## src/rtl/gcr85_pkg.sv

```systemverilog
package gcr85_pkg;

    localparam int CODE_W = 8;
    localparam int SYM_W  = 5;

    typedef logic [CODE_W-1:0] code_t;
    typedef logic [SYM_W-1:0]  sym_t;

    typedef enum logic {
        ASM_EMPTY,
        ASM_FILL
    } asm_state_e;

    typedef enum logic {
        DRN_IDLE,
        DRN_SEND
    } drn_state_e;

endpackage

```

## src/rtl/gcr85_symbol_lut.sv

```systemverilog
module gcr85_symbol_lut
    import gcr85_pkg::*;
(
    input  code_t code,
    output sym_t  sym,
    output logic  legal
);

    always_comb begin
        legal = 1'b1;
        sym   = '0;
        case (code)
            8'hAA: sym = 5'h00;
            8'hAB: sym = 5'h01;
            8'hAD: sym = 5'h02;
            8'hAE: sym = 5'h03;
            8'hAF: sym = 5'h04;
            8'hB5: sym = 5'h05;
            8'hB6: sym = 5'h06;
            8'hB7: sym = 5'h07;
            8'hBA: sym = 5'h08;
            8'hBB: sym = 5'h09;
            8'hBD: sym = 5'h0A;
            8'hBE: sym = 5'h0B;
            8'hBF: sym = 5'h0C;
            8'hD5: sym = 5'h0D;
            8'hD6: sym = 5'h0E;
            8'hD7: sym = 5'h0F;
            8'hDA: sym = 5'h10;
            8'hDB: sym = 5'h11;
            8'hDD: sym = 5'h12;
            8'hDE: sym = 5'h13;
            8'hDF: sym = 5'h14;
            8'hEA: sym = 5'h15;
            8'hEB: sym = 5'h16;
            8'hED: sym = 5'h17;
            8'hEE: sym = 5'h18;
            8'hEF: sym = 5'h19;
            8'hF5: sym = 5'h1A;
            8'hF6: sym = 5'h1B;
            8'hF7: sym = 5'h1C;
            8'hFA: sym = 5'h1D;
            8'hFB: sym = 5'h1E;
            8'hFD: sym = 5'h1F;
            default: begin
                legal = 1'b0;
                sym   = '0;
            end
        endcase
    end

endmodule

```

## src/rtl/gcr85_assembler.sv

```systemverilog
module gcr85_assembler
    import gcr85_pkg::*;
#(
    parameter  int SYMS   = 8,
    localparam int WORD_W = SYMS * SYM_W,
    localparam int CNT_W  = (SYMS > 1) ? $clog2(SYMS) : 1
) (
    input  logic              clk,
    input  logic              rst_n,
    input  logic              restart,
    input  logic              in_valid,
    input  sym_t              sym,
    input  logic              legal,
    output logic              grp_valid,
    output logic [WORD_W-1:0] grp_word,
    output logic              grp_err
);

    asm_state_e        state, state_nx;
    logic [CNT_W-1:0]  cnt;
    logic [WORD_W-1:0] acc;
    logic              err_acc;

    logic              take;
    logic              last;
    logic [WORD_W-1:0] acc_nx;

    assign take   = in_valid && !restart;
    assign last   = (cnt == CNT_W'(SYMS - 1));
    assign acc_nx = {acc[WORD_W-SYM_W-1:0], sym};

    // next-state decision
    always_comb begin
        state_nx = state;
        unique case (state)
            ASM_EMPTY: begin
                if (take) state_nx = ASM_FILL;
            end
            ASM_FILL: begin
                if (restart)          state_nx = ASM_EMPTY;
                else if (take && last) state_nx = ASM_EMPTY;
            end
        endcase
    end

    // state register
    always_ff @(posedge clk or negedge rst_n) begin
        if (!rst_n) state <= ASM_EMPTY;
        else        state <= state_nx;
    end

    // counter, accumulator and group hand-off
    always_ff @(posedge clk or negedge rst_n) begin
        if (!rst_n) begin
            cnt       <= '0;
            acc       <= '0;
            err_acc   <= 1'b0;
            grp_valid <= 1'b0;
            grp_word  <= '0;
            grp_err   <= 1'b0;
        end else begin
            grp_valid <= 1'b0;
            if (restart) begin
                cnt     <= '0;
                acc     <= '0;
                err_acc <= 1'b0;
            end else if (take) begin
                if (last) begin
                    grp_valid <= 1'b1;
                    grp_word  <= acc_nx;
                    grp_err   <= err_acc | ~legal;
                    cnt       <= '0;
                    acc       <= '0;
                    err_acc   <= 1'b0;
                end else begin
                    cnt     <= cnt + 1'b1;
                    acc     <= acc_nx;
                    err_acc <= err_acc | ~legal;
                end
            end
        end
    end


    last_symbol_hands_off_chk: assert property (@(posedge clk) disable iff (!rst_n)
        (take && last) |=> grp_valid);


    restart_clears_chk: assert property (@(posedge clk) disable iff (!rst_n)
        restart |=> (cnt == '0 && acc == '0 && state == ASM_EMPTY && !grp_valid));


    illegal_marks_group_chk: assert property (@(posedge clk) disable iff (!rst_n)
        (take && !legal && last) |=> grp_err);


    state_matches_count_chk: assert property (@(posedge clk) disable iff (!rst_n)
        (state == ASM_EMPTY) == (cnt == '0));

endmodule

```

## src/rtl/gcr85_drain.sv

```systemverilog
module gcr85_drain
    import gcr85_pkg::*;
#(
    parameter  int BYTES  = 5,
    parameter  int BYTE_W = 8,
    localparam int WORD_W = BYTES * BYTE_W,
    localparam int IDX_W  = (BYTES > 1) ? $clog2(BYTES) : 1
) (
    input  logic              clk,
    input  logic              rst_n,
    input  logic              grp_valid,
    input  logic [WORD_W-1:0] grp_word,
    input  logic              grp_err,
    output logic              out_valid,
    output logic [BYTE_W-1:0] out_byte,
    output logic              out_err
);

    drn_state_e        state, state_nx;
    logic [IDX_W-1:0]  idx;
    logic [BYTE_W-1:0] slot [BYTES];
    logic              err_hold;
    logic [BYTE_W-1:0] grp_bytes [BYTES];
    logic              at_end;

    // split the word, most significant byte in slot 0
    for (genvar i = 0; i < BYTES; i++) begin : g_split
        assign grp_bytes[i] = grp_word[(BYTES-1-i)*BYTE_W +: BYTE_W];
    end

    assign at_end = (idx == IDX_W'(BYTES - 1));

    always_comb begin
        state_nx = state;
        unique case (state)
            DRN_IDLE: if (grp_valid) state_nx = DRN_SEND;
            DRN_SEND: if (at_end)    state_nx = DRN_IDLE;
        endcase
    end

    // state register
    always_ff @(posedge clk or negedge rst_n) begin
        if (!rst_n) state <= DRN_IDLE;
        else        state <= state_nx;
    end

    // outputs and holding buffer
    always_ff @(posedge clk or negedge rst_n) begin
        if (!rst_n) begin
            out_valid <= 1'b0;
            out_byte  <= '0;
            out_err   <= 1'b0;
            idx       <= '0;
            err_hold  <= 1'b0;
            for (int i = 0; i < BYTES; i++) slot[i] <= '0;
        end else begin
            unique case (state)
                DRN_IDLE: begin
                    if (grp_valid) begin
                        out_valid <= 1'b1;
                        out_byte  <= grp_bytes[0];
                        out_err   <= grp_err;
                        err_hold  <= grp_err;
                        idx       <= IDX_W'(1);
                        for (int i = 0; i < BYTES; i++) slot[i] <= grp_bytes[i];
                    end else begin
                        out_valid <= 1'b0;
                        out_byte  <= '0;
                        out_err   <= 1'b0;
                    end
                end
                DRN_SEND: begin
                    out_valid <= 1'b1;
                    out_byte  <= slot[idx];
                    out_err   <= err_hold;
                    idx       <= at_end ? '0 : idx + 1'b1;
                end
            endcase
        end
    end


    no_overrun_chk: assert property (@(posedge clk) disable iff (!rst_n)
        grp_valid |-> (state == DRN_IDLE));


    first_byte_follows_chk: assert property (@(posedge clk) disable iff (!rst_n)
        grp_valid |=> (out_valid && out_byte == $past(grp_word[WORD_W-1 -: BYTE_W])));


    err_steady_chk: assert property (@(posedge clk) disable iff (!rst_n)
        (state == DRN_SEND) |=> (out_valid && $stable(out_err)));

endmodule

```

## src/rtl/gcr85_decoder.sv

```systemverilog
module gcr85_decoder
    import gcr85_pkg::*;
#(
    parameter  int SYMS_PER_GROUP = 8,
    parameter  int BYTE_W         = 8,
    localparam int WORD_W         = SYMS_PER_GROUP * SYM_W,
    localparam int OUT_BYTES      = WORD_W / BYTE_W
) (
    input  logic              clk,
    input  logic              rst_n,
    input  logic              restart,
    input  logic              code_valid,
    input  logic [7:0]        code_byte,
    output logic              out_valid,
    output logic [BYTE_W-1:0] out_byte,
    output logic              out_err
);

    sym_t              lut_sym;
    logic              lut_legal;
    logic              grp_valid;
    logic [WORD_W-1:0] grp_word;
    logic              grp_err;

    gcr85_symbol_lut u_lut (
        .code  (code_byte),
        .sym   (lut_sym),
        .legal (lut_legal)
    );

    gcr85_assembler #(
        .SYMS (SYMS_PER_GROUP)
    ) u_asm (
        .clk       (clk),
        .rst_n     (rst_n),
        .restart   (restart),
        .in_valid  (code_valid),
        .sym       (lut_sym),
        .legal     (lut_legal),
        .grp_valid (grp_valid),
        .grp_word  (grp_word),
        .grp_err   (grp_err)
    );

    gcr85_drain #(
        .BYTES  (OUT_BYTES),
        .BYTE_W (BYTE_W)
    ) u_drn (
        .clk       (clk),
        .rst_n     (rst_n),
        .grp_valid (grp_valid),
        .grp_word  (grp_word),
        .grp_err   (grp_err),
        .out_valid (out_valid),
        .out_byte  (out_byte),
        .out_err   (out_err)
    );


    idle_quiet_chk: assert property (@(posedge clk) disable iff (!rst_n)
        !out_valid |-> (out_byte == '0 && !out_err));


    legal_code_msb_chk: assert property (@(posedge clk) disable iff (!rst_n)
        (code_valid && lut_legal) |-> code_byte[7]);

endmodule

```

## config.mk

```make
export PLATFORM = sky130hd
export DESIGN_NAME = gcr85_decoder
export DESIGN_NICKNAME = d
export VERILOG_FILES = /design/src/rtl/gcr85_pkg.sv /design/src/rtl/gcr85_symbol_lut.sv /design/src/rtl/gcr85_assembler.sv /design/src/rtl/gcr85_drain.sv /design/src/rtl/gcr85_decoder.sv
export SDC_FILE = /design/constraint.sdc
export NUM_CORES = 1
export LEC_CHECK = 0
export ABC_AREA = 1
export BUFFER_PORTS_ARGS = -buffer_cell sky130_fd_sc_hd__buf_2
export CORE_UTILIZATION = 40
export CTS_CLUSTER_DIAMETER = 200
export CTS_CLUSTER_SIZE = 20
export DETAILED_ROUTE_END_ITERATION = 8
export GPL_ROUTABILITY_DRIVEN = 0
export GPL_TIMING_DRIVEN = 0
export MAX_ROUTING_LAYER = met4
export SYNTH_ARGS = -nofsm -noshare
export SYNTH_HDL_FRONTEND = slang
export SYNTH_SLANG_ARGS = --single-unit
```

## constraint.sdc

```tcl
create_clock -name clk -period 2.97 [get_ports clk]
set_input_delay 0.594 -clock clk [delete_from_list [all_inputs] [get_ports clk]]
set_output_delay 0.594 -clock clk [all_outputs]
set_load 0.02 [all_outputs]
```

Yosys cells after proc, flatten, opt, wreduce, memory -nomap -nowiden
Index checks and enable logic that the tools add are counted.
{"block": "totals", "in_bits": 12, "out_inout_bits": 10, "elab_cells": 94, "register_bits": 136}
{"block": "op_classes", "n_bitwise": 5, "reduce_logical": 6, "add_sub_neg": 2, "eq_ne": 35, "mux": 28, "magnitude_cmp": 1}
{"op": "equality test 8 bit, second input constant", "n": 32}
{"op": "case mux 5 bit (31 select lines)", "n": 1}
{"op": "2-to-1 mux 35 bit", "n": 3}
{"op": "OR reduction 32 bit", "n": 1}
{"op": "binary-select mux 8 bit (select 3 bit)", "n": 1}
{"op": "2-to-1 mux 8 bit", "n": 3}
{"op": "case mux 8 bit (2 select lines)", "n": 1}
{"op": "2-to-1 mux 3 bit", "n": 5}
{"op": "2-to-1 mux 1 bit", "n": 10}
{"op": "adder 3 x 1 -> 3 bit, second input constant", "n": 2}
{"op": "equality test 3 bit, second input constant", "n": 2}
{"op": "case mux 1 bit (2 select lines)", "n": 3}
{"op": "case mux 3 bit (2 select lines)", "n": 1}
{"op": ">= comparator 4 bit, second input constant", "n": 1}
{"op": "NOT 3 -> 4 bit", "n": 1}
{"op": "NOT 1 bit", "n": 3}
{"op": "AND reduction 3 bit", "n": 1}
{"op": "inequality test 2 bit, second input constant", "n": 1}
{"op": "AND reduction 2 bit", "n": 1}
{"op": "nonzero test 2 bit", "n": 1}
{"op": "logical AND 1 bit", "n": 1}
{"op": "logical NOT 1 bit", "n": 1}
{"op": "bitwise OR 1 bit", "n": 1}

Depth between registers and ports, before layout
Gate-level depths: netlist of the first run.
{"block": "depth", "word_depth": 8, "mapped_depth": 12, "mapped_depth_nobuf": 12}

Cells and area by module
A second synthesis of the first run with hierarchy kept.
{"block": "unflattened", "hier_cells": 753, "hier_area_um2": 6000.8}
{"mod": "gcr85_assembler", "area_per_inst_um2": 3135.5, "n_inst": 1, "cells_per_inst": 352, "seq_area_each_um2": 2026.9}
{"mod": "gcr85_drain", "area_per_inst_um2": 2407.3, "n_inst": 1, "cells_per_inst": 300, "seq_area_each_um2": 1376.3}
{"mod": "gcr85_symbol_lut", "area_per_inst_um2": 457.9, "n_inst": 1, "cells_per_inst": 101, "seq_area_each_um2": 0.0}

Least setup slack after synthesis of the first run
Ideal clock, no wire load.
{"block": "synth_timing", "kind": "input to register", "from": "input code_byte[6]", "to": "register u_asm.acc[1]", "setup_ns": 0.121, "path_buffers": 0, "required_time_ns": 2.849, "path_slack_ns": 1.405, "path_stages": 9, "arrival_ns": 1.444, "path_cell_list": "nand2_1 -> nor2_2 -> nand2_1 -> nand2_1 -> nor2_2 -> nand2_1 -> or2_1 -> nand2_1 -> o21ai_1"}
{"block": "synth_between", "elab_chain_len": 5, "elab_cells_between_ends": 35, "classes_between": "eq/ne (31); mux (4)"}
{"item": "start, declared", "line": "gcr85_decoder.sv:13", "text": "input logic [7:0] code_byte,"}
{"item": "equality test 8 bit", "line": "gcr85_symbol_lut.sv:12", "text": "case (code)"}
{"item": "case mux 5 bit (31 select lines) (*)", "line": "gcr85_symbol_lut.sv:12"}
{"item": "2-to-1 mux 35 bit (*)", "line": "gcr85_assembler.sv:68", "text": "if (last) begin"}
{"item": "2-to-1 mux 35 bit (*)", "line": "gcr85_assembler.sv:67", "text": "end else if (take) begin"}
{"item": "2-to-1 mux 35 bit (*)", "line": "gcr85_assembler.sv:63", "text": "if (restart) begin"}
{"item": "end signal, assigned", "line": "gcr85_assembler.sv:77", "text": "acc <= acc_nx;"}
{"item": "end, declared", "line": "gcr85_assembler.sv:21", "text": "logic [WORD_W-1:0] acc;"}
Every way passes the cells marked *; elsewhere a longest branch is shown, timed or not. The select of a mux whose other input is x is not followed.
A chain may end at the register's enable or synchronous reset.

Final worst setup path of the first run
{"block": "layout_timing", "from": "register u_asm.cnt[0]", "to": "register u_asm.grp_word[38]"}
{"block": "layout_between", "elab_chain_len": 2}
{"item": "start, declared", "line": "gcr85_assembler.sv:20", "text": "logic [CNT_W-1:0] cnt;"}
{"item": "start signal, assigned", "line": "gcr85_assembler.sv:76", "text": "cnt <= cnt + 1'b1;"}
{"item": "equality test 3 bit", "line": "gcr85_assembler.sv:29", "text": "assign last = (cnt == CNT_W'(SYMS - 1));"}
{"item": "AND reduction 3 bit (no source line)"}
{"item": "end signal, assigned", "line": "gcr85_assembler.sv:70", "text": "grp_word <= acc_nx;"}
{"item": "end, declared", "line": "gcr85_assembler.sv:15", "text": "output logic [WORD_W-1:0] grp_word,"}
No other way between the ends.

==> reports/results.ini, run 1 <==
[floorplan]
start_util_pct=41.1
die_area_sq_um=14800
ios=22
fp.dieH_microns=122
fp.dieW_microns=122
core_area_sq_um=13900
row_count=43

[timing]
max_freq_ghz=0.570
drv_slew=0
tightest_slew_ps=522
setup_viol=0
slew_headroom_pct=65.2
timing.final.hold_violations=0
fin_crit_sh_pct=59.1
fin_ws_ps=1220
finClkSkew_ps=5.07
finalCriticalPeriod_ps=1750
rsz0062_at_grt=no

[yosys]
synthCells=652
synth_edf_count=0
seq_area_frac_synth_pct=59.5
yosysTopAreaCellShare_pct=59.5
yosysTopAreaCell=dfrtp_1
syn_nets=668
synth_seq_cells=136
yosysMostFrequentCell=nand2_1
syn_area_sq_um=5720
synth_ff_type=dfrtp_1
synth_common_cells=nand2_1 (163), dfrtp_1 (136), o21ai_0 (110)
syn_area_per_cell_sq_um=8.78
synthArstFlopShare_pct=100
synth_cell_types=25
yosysWarningCount=0
yosys-top-cells-area=dfrtp_1 (59%), nand2_1 (11%), o21ai_0 (9.6%), inv_1 (5.9%), o22ai_1 (4.5%)

[placement]
dpl.hpwl_microns=9790
place_inst=854
numPortBuffers=21
place_ws_ps=960

[global_route]
grt_max_degree=90
grt_pass1_wl_microns=22100
grtUsageTotal_pct=20.5
antenna_found_initial=0
grt_pass1_vias=4372
grt-ovfl-total=0

[flow_run]
maxCapViolations=0

[drt]
drt_pass1_iterations=5
via_per_inst=4.98
wl_per_cell_microns=15.1
wirelength_microns=13400
drc=0
postRouteAntennaNets=0
drt_iter0_drc=362
num_vias=4406

[critical_path]
crit_top_cell=ha_1
cp-endpoint=u_asm.grp_word[38]
cp_max_fo=10
startpoint_type=flop
crit_path_end_kind=flop
cp.depth=7
setup.worst_path.class=flop to flop
crit_start=u_asm.cnt[0]
cp.required_ps=3240
cp_cell_sequence=ha_1 -> ha_1 -> inv_1 -> nor2_1 -> inv_2 -> clkbuf_1 -> o21ai_0
critPathBufInv=3
r2r_end=u_asm.grp_word[38]
ff2ff_path_depth=7
r2r_start=u_asm.cnt[0]
slowest_stage=dfrtp_1
slowest_delay_ps=400
worstPathArrival_ps=2030
cp_top_family=buffers and inverters
reg2reg_slack_ps=1220

[final_layout]
nets=709
fillerInstances=1340
drive_gt1_share_pct=9.93
final_cells=885
syn_to_final_growth_pct=15.2
antenna-diode-count=0

[cts]
clkSlewWorstSetupHoldPaths_ps=50
cts_buffers=17
ctsHoldBuffers=0
cts_resized=0
htree_levels=4
cts_root_buf=clkbuf_16
tritoncts=done
clk_path_buf_depth=2
clkLatencyLatePin_ps=410
cts_setup_buffers=0
cts.sinks=136

[pwr]
p_leak_nw=3.17
peakVddDrop_v=0.000403
power_density_nw_per_um2=662

[min_path]
hold_class=input port to asynchronous set/reset pin

[run_status]
status=finished clean

sequential cells by signal, indices dropped and copies added (netlist names):
name,flops
u_asm.grp_err,1
u_asm.err_acc,1
u_drn.state,1
u_asm.cnt,3
u_drn.out_byte,8
u_asm.grp_word,40
u_drn.out_valid,1
u_asm.grp_valid,1
u_drn.err_hold,1
u_drn.idx,3
u_asm.acc,35
u_drn.slot,40
u_drn.out_err,1
cell type report:
class                   count  area (sq um)  area share [%]
multi-input cells         390          1830            27.7
well taps                 180           225            3.42
clock buffers              27           483            7.33
inverters                  98           368            5.58
flip-flops and latches    136          3400            51.6
clock inverters             4          20.0           0.304
repair buffers             22           139            2.11
plain buffers              28           124            1.88
worst min path at each step:
stage	start	cells after the start	endpoint	slack [ps]
finish	rst_n	1	u_drn.slot[33]	110
floorplan	rst_n	0	u_asm.acc[0]	300
CTS	rst_n	1	u_drn.slot[33]	120
global route	rst_n	1	u_drn.slot[33]	140
global placement	u_asm.grp_word[2]	2	u_asm.grp_word[2]	470
detailed placement	u_asm.acc[19]	2	u_asm.grp_word[24]	470
worst register-to-register path, stage by stage, from the launching register on:
cell	delay, ps
dfrtp_1	400
ha_1	210
ha_1	200
inv_1	60
nor2_1	80
inv_2	130
clkbuf_1	390
o21ai_0	150
power by group:
part / internal [W] / total, W / leakage (nW) / switching (W)
combinational: 0.000179 / 0.000572 / 1.12 / 0.000393
sequential: 0.00193 / 0.00198 / 1.79 / 0.0000470
clock: 0.00110 / 0.00181 / 0.249 / 0.000712
total: 0.00321 / 0.00436 / 3.17 / 0.00115
metrics by stage:
step | power [W] | util (%) | TNS (ps) | cell area, sq um | hold slack, ps
floorplan | 0.00237 | - | 0 | 5720 | 298
global route | 0.00455 | 47.3 | 0 | 6590 | 141
global placement | 0.00255 | 43.4 | -60810 | 6050 | 472
CTS | 0.00439 | 47.3 | 0 | 6590 | 121
finish | 0.00436 | 47.3 | 0 | 6590 | 111
detailed placement | 0.00257 | 43.7 | 0 | 6090 | 468
placed cells by master, fill, tap and decap left out, types with 2 or more instances in the layout:
cell type,instances
a21oi_1,18
a22o_1,2
buf_2,26
buf_4,3
clkbuf_1,26
clkbuf_16,17
clkbuf_8,2
clkinv_1,3
clkinv_2,4
dfrtp_1,136
ha_1,4
inv_1,90
inv_2,5
nand2_1,163
nand2_2,5
nand3_1,7
nor2_1,27
nor2_2,6
o21ai_0,110
o22ai_1,41
routing by layer:
layer | GRT usage (%) | wire (microns)
met1 | 27.0 | 6550
met2 | 31.0 | 6080
met4 | 8.80 | 287
met3 | 4.07 | 481
met5 | - | 0
kinds of logic after synthesis:
| group | share of synthesized area, % |
|---|---|
| and+or+nand+nor | 14.6 |
| adders and majority gates | 0.875 |
| xor gates and xnor gates | 0.153 |
| buffers and inverters | 8.59 |
| DFF | 59.5 |
| AOI/OAI and AO/OA | 16.3 |
(Power assumes the default switching activity.)
==> run 2: changes to the inputs <==
==> constraint.sdc (replaced) <==
create_clock -name clk -period 1.5 [get_ports clk]
set_input_delay 0.3 -clock clk [delete_from_list [all_inputs] [get_ports clk]]
set_output_delay 0.3 -clock clk [all_outputs]
set_load 0.02 [all_outputs]
==> reports/results.ini, run 2 (synthesized netlist as in run 1, its figures left out) <==
[final_layout]
fillerInstances=1279
nets=721
syn_to_final_growth_pct=21.0
final_common_cell=nand2_1
multi_input_area_sq_um=1960
fin_area_sq_um=6930
final-seq-area_sq_um=3400
antenna-diode-count=0
drive_gt1_share_pct=17.0
biggestRegsByFlops=u_asm.grp_word: 40 flops, u_drn.slot: 40 flops, u_asm.acc: 35 flops
final_cells=897
final_cell_mix=nand2_1 (147), dfrtp_1 (135), inv_1 (89), o21ai_0 (85), o22ai_1 (39)

[placement]
place_inst=854
numPortBuffers=21
dpl.hpwl_microns=9790
place_area_sq_um=6090

[cts]
htree_levels=4
clk_path_buf_depth=2
cts_buffers=17
clkSlewWorstSetupHoldPaths_ps=50
tritoncts=done
cts.sinks=136
cts_root_buf=clkbuf_16
clkLatencyLatePin_ps=410

[floorplan]
start_util_pct=41.1
core_area_sq_um=13900
fp.dieW_microns=122
fp.dieH_microns=122
die_area_sq_um=14800
ios=22
row_count=43

[critical_path]
cp_top_family=buffers and inverters
crit_top_cell=nand2_1
startpoint_type=flop
worstPathArrival_ps=1790
slowest_stage=dfrtp_1
cp.required_ps=1800
critPathBufInv=3
setup.worst_path.class=flop to flop
crit_path_end_kind=flop
cp_cell_sequence=ha_2 -> ha_4 -> inv_4 -> nor2_4 -> clkinv_4 -> clkbuf_8 -> nand2_1 -> nand2_1
slowest_delay_ps=360
cp_max_fo=10

[pwr]
p_sw_share_pct=26.6
p_sw_w=0.00232
internal_power_w=0.00641
power_frac_comb_pct=13.4
power_density_nw_per_um2=1260
seqPwrFrac_pct=45.3
fin_total_pwr_w=0.00874
clock_power_share_pct=41.3
peakVddDrop_v=0.000799
p_leak_nw=3.33

[timing]
finalCriticalPeriod_ps=1490
hold_ws_ps=223
finClkSkew_ps=5.78
drv_slew=0
tns_ps=0
tightest_slew_ps=489
timing.final.hold_violations=0
fin_crit_sh_pct=99.5
rsz0062_at_grt=yes
slew_headroom_pct=67.4
max_freq_ghz=0.670
setup_viol=0

[global_route]
grtUsageTotal_pct=20.6
grt_pass1_vias=4390
grt-ovfl-total=0
antenna_found_initial=0
grt_max_degree=90
grt_pass1_wl_microns=22200

[drt]
num_vias=4521
postRouteAntennaNets=0
wl_per_cell_microns=15.5
drt_pass1_iterations=5
via_per_inst=5.04
wirelength_microns=13900
drc=0
drt_iter0_drc=448

[flow_run]
maxCapViolations=0

[min_path]
hold_class=input port to flop

[run_status]
status=finished clean

[run 2: cell types whose count changed in the layout (fill, tap and decap cells not counted), moves of 9 or more]
| cell | previous run | this run |
|---|---|---|
| clkbuf_1 | 26 | 17 |
| nand2_1 | 163 | 147 |
| nand2_2 | 5 | 18 |
| o21ai_0 | 110 | 85 |
| o21ai_1 | 1 | 20 |
[run 2: path summary, 6_finish.rpt]
path                                      end           start  cells past startpoint  slack (ps)
min in group asynchronous      u_drn.slot[33]           rst_n                      2         380
min                              u_asm.cnt[0]         restart                      4         220
max                         u_asm.grp_word[0]    u_asm.cnt[1]                      8           7
max reg2reg                 u_asm.grp_word[0]    u_asm.cnt[1]                      8           7
min reg2reg                    u_drn.slot[12]  u_drn.slot[12]                      2         490
max in group asynchronous  u_asm.grp_word[19]           rst_n                      3         350
[run 2: timing repair]
action / CTS / global route
hold buffers: 1 / 0
pin swaps: 0 / 3
resized for setup: 25 / 70
endpoints found under the setup margin: 101 / 92
gates cloned: 0 / 3
setup buffers: 1 / 8
endpoints found under the hold margin: 47 / 0
[run 2: power groups by stage]
| stage | clock network [W] | registers, W | logic, W |
|---|---|---|---|
| after floorplan | 0 | 0.00396 | 0.000731 |
| final | 0.00361 | 0.00395 | 0.00117 |
| after global placement | 0 | 0.00397 | 0.00108 |
| after global routing | 0.00381 | 0.00397 | 0.00132 |
| after CTS | 0.00364 | 0.00395 | 0.00110 |
| after detailed placement | 0 | 0.00398 | 0.00112 |
[run 2: per-stage QoR]
stage	utilization (%)	worst slack, ps
6_report	49.7	7.48
5_1_grt	49.7	-77.2
3_3_place_gp	43.4	-1630
4_1_cts	47.9	1.02
3_5_place_dp	43.7	-287
2_1_floorplan	-	66.1
[run 2: cell type report]
cell class	instances	area share, %
clock inverters	4	0.289
well taps	180	3.25
repair inverters	1	0.0723
multi-input cells	390	28.2
repair buffers	34	3.85
inverters	98	5.44
clock buffers	27	6.97
flip-flops and latches	136	49.2
plain buffers	27	2.75
[run 2: per-layer routing]
layer	routed length, microns	global-route usage [%]
met2	6420	31.2
met4	294	8.80
met5	0	-
met1	6640	26.8
met3	521	4.26
[run 2: worst reg2reg max path: cells and delay by family, from the launching register on]
kind / cells / cell delay (ps)
buffers and inverters: 3 / 370
DFF: 1 / 360
adders and majority gates: 2 / 350
and+or+nand+nor: 3 / 300
==> run 3: changes to the inputs <==
--- a/config.mk
+++ b/config.mk
@@ -7,13 +7,15 @@
 export LEC_CHECK = 0
 export ABC_AREA = 1
 export BUFFER_PORTS_ARGS = -buffer_cell sky130_fd_sc_hd__buf_2
-export CORE_UTILIZATION = 40
+export CORE_UTILIZATION = 55
 export CTS_CLUSTER_DIAMETER = 200
 export CTS_CLUSTER_SIZE = 20
 export DETAILED_ROUTE_END_ITERATION = 8
 export GPL_ROUTABILITY_DRIVEN = 0
 export GPL_TIMING_DRIVEN = 0
 export MAX_ROUTING_LAYER = met4
+export PLACE_DENSITY = 0.75
 export SYNTH_ARGS = -nofsm -noshare
 export SYNTH_HDL_FRONTEND = slang
+export SYNTH_HIERARCHICAL = 1
 export SYNTH_SLANG_ARGS = --single-unit
==> reports/results.ini, run 3 <==
[global_route]
grt_max_degree=74
grt_pass1_wl_microns=22700
grt_pass1_vias=4856
grtUsageTotal_pct=26.9
antenna_found_initial=0
grt-ovfl-total=0

[yosys]
synth_cell_types=24
synthCells=753
seq_area_frac_synth_pct=56.7
syn_area_per_cell_sq_um=7.97
yosysTopAreaCellShare_pct=56.7
syn_nets=770
synth_ff_type=dfrtp_1
yosysWarningCount=6
yosysTopAreaCell=dfrtp_1
synth_edf_count=0
synth_common_cells=nand2_1 (466), dfrtp_1 (136), nand3_1 (29)
yosys-top-cells-area=dfrtp_1 (57%), nand2_1 (29%), nand3_1 (2.4%), nor2_1 (1.6%), buf_4 (1.4%)
synth_seq_cells=136
synthArstFlopShare_pct=100
yosysMostFrequentCell=nand2_1
syn_area_sq_um=6000

[drt]
drc=0
postRouteAntennaNets=0
drt_pass1_iterations=5
wirelength_microns=13600
num_vias=4973
wl_per_cell_microns=14.4
drt_iter0_drc=338
via_per_inst=5.26

[final_layout]
final-seq-area_sq_um=3400
final_common_cell=nand2_1
biggestRegsByFlops=u_asm/grp_word: 40 flops, u_drn/slot: 40 flops, u_asm/acc: 35 flops
fillerInstances=833
syn_to_final_growth_pct=16.3
finish.utilization_pct=66.7
antenna-diode-count=0
multi_input_area_sq_um=2350
drive_gt1_share_pct=13.3
nets=814
final_cell_mix=nand2_1 (465), dfrtp_1 (136), buf_2 (29), nand3_1 (29), nor2_1 (25)

[timing]
max_freq_ghz=0.689
timing.final.hold_violations=0
fin_ws_ps=47.8
rsz0062_at_grt=yes
finalCriticalPeriod_ps=1450
tightest_slew_ps=674
hold_ws_ps=58.2
finClkSkew_ps=9.10
slew_headroom_pct=55.1
fin_crit_sh_pct=96.8
drv_slew=0
setup_viol=0

[pwr]
power_density_nw_per_um2=1320
p_leak_nw=4.03
peakVddDrop_v=0.000786

[critical_path]
worstPathArrival_ps=1920
setup.worst_path.class=flop to flop
startpoint_type=flop
cp_max_fo=10
crit_path_end_kind=flop
cp.required_ps=1970

[cts]
cts_root_buf=clkbuf_8
htree_levels=4
clk_path_buf_depth=2
clkLatencyLatePin_ps=530
clkSlewWorstSetupHoldPaths_ps=60
cts.sinks=136
cts_buffers=17
tritoncts=done

[placement]
numPortBuffers=21
dpl.hpwl_microns=9480
place_ws_ps=-21.2

[floorplan]
start_util_pct=57.4
fp.dieH_microns=106
fp.dieW_microns=106
die_area_sq_um=11300
row_count=37
core_area_sq_um=10500
ios=22

[run_status]
status=finished clean

[min_path]
hold_class=input port to flop

[flow_run]
maxCapViolations=0

[run 3: changes by cell type in the layout (fill, tap and decap cells not counted), sizes merged, moves of 5 or more]
cell and change:
o21ai -100, buf +6, o22ai -39, inv -74, nand3 +22, nand2 +306
bufinv +5, clkbuf -22, nand4 +5, a21oi -15
[run 3: critical path, stage by stage (launching register included)]
cell     delay [ps]
dfrtp_1         390
ha_1            220
ha_1            220
nor2_4          200
buf_4           200
nand2_1          80
nand2_1          70
[run 3: worst paths after layout]
| kind | start | to | slack (ps) | depth (start not counted) |
|---|---|---|---|---|
| min in group asynchronous | rst_n | u_drn/slot[8] | 360 | 2 |
| min reg2reg | u_drn/slot[21] | u_drn/slot[21] | 470 | 2 |
| max in group asynchronous | rst_n | u_asm/grp_word[31] | 400 | 3 |
| max reg2reg | u_asm/cnt[0] | u_asm/acc[29] | 50 | 6 |
| min | restart | u_asm/cnt[2] | 60 | 4 |
| max | u_asm/cnt[0] | u_asm/acc[29] | 50 | 6 |
[run 3: layer usage]
metal  share of wire [%]  routed length [microns]  GRT usage, %
met1                  44                     5990          33.5
met5                   0                        0             -
met4                 2.6                      358          11.5
met2                  49                     6690          43.0
met3                 4.1                      563          5.40
[run 3: stage by stage]
step                cell area [sq um]  instances  power, W  TNS, ps
finish                           6980        946   0.00920        0
global route                     6980        946   0.00955    -47.3
CTS                              6950        944   0.00925        0
detailed placement               6310        911   0.00486    -21.2
global placement                 6280        910   0.00482  -215010
floorplan                        6000        753   0.00455        0
[run 3: cell type report]
class                      count  share of cell area [%]
multi-input combinational    569                    33.6
sequential                   136                    48.8
tap                          136                    2.44
buffer                        28                    2.80
clock buffer                  19                    6.04
clock inverter                13                    2.90
timing repair buffer          25                    2.35
inverter                      20                    1.08
[run 3: cells by family (layout without fill, tap and decap cells)]
logic type               count (synthesis)  after routing  synth area share, %
adder cells (fa/ha/maj)                  5              5                 1.04
XOR/XNOR                                 1              1                0.146
AND/OR/NAND/NOR                        546            546                 36.4
flip-flops                             136            136                 56.7
buffers and inverters                   48            105                 4.21
AO/OA/AOI/OAI                           17             17                 1.50
[run 3: where the power goes]
group | total, W | switching [W] | internal, W | leakage, nW
combinational | 0.00101 | 0.000673 | 0.000337 | 1.84
clock | 0.00439 | 0.00154 | 0.00286 | 0.302
sequential | 0.00380 | 0.0000560 | 0.00374 | 1.89
total | 0.00920 | 0.00226 | 0.00693 | 4.03
[run 3: what timing repair did]
action                                  CTS  global route
hold endpoints to repair                 72             0
endpoints found under the setup margin    4            70
hold buffers                              1             0
resized for setup                         1             7
cloned                                    0             0
setup buffers                             0             2
pin swaps                                 1             2
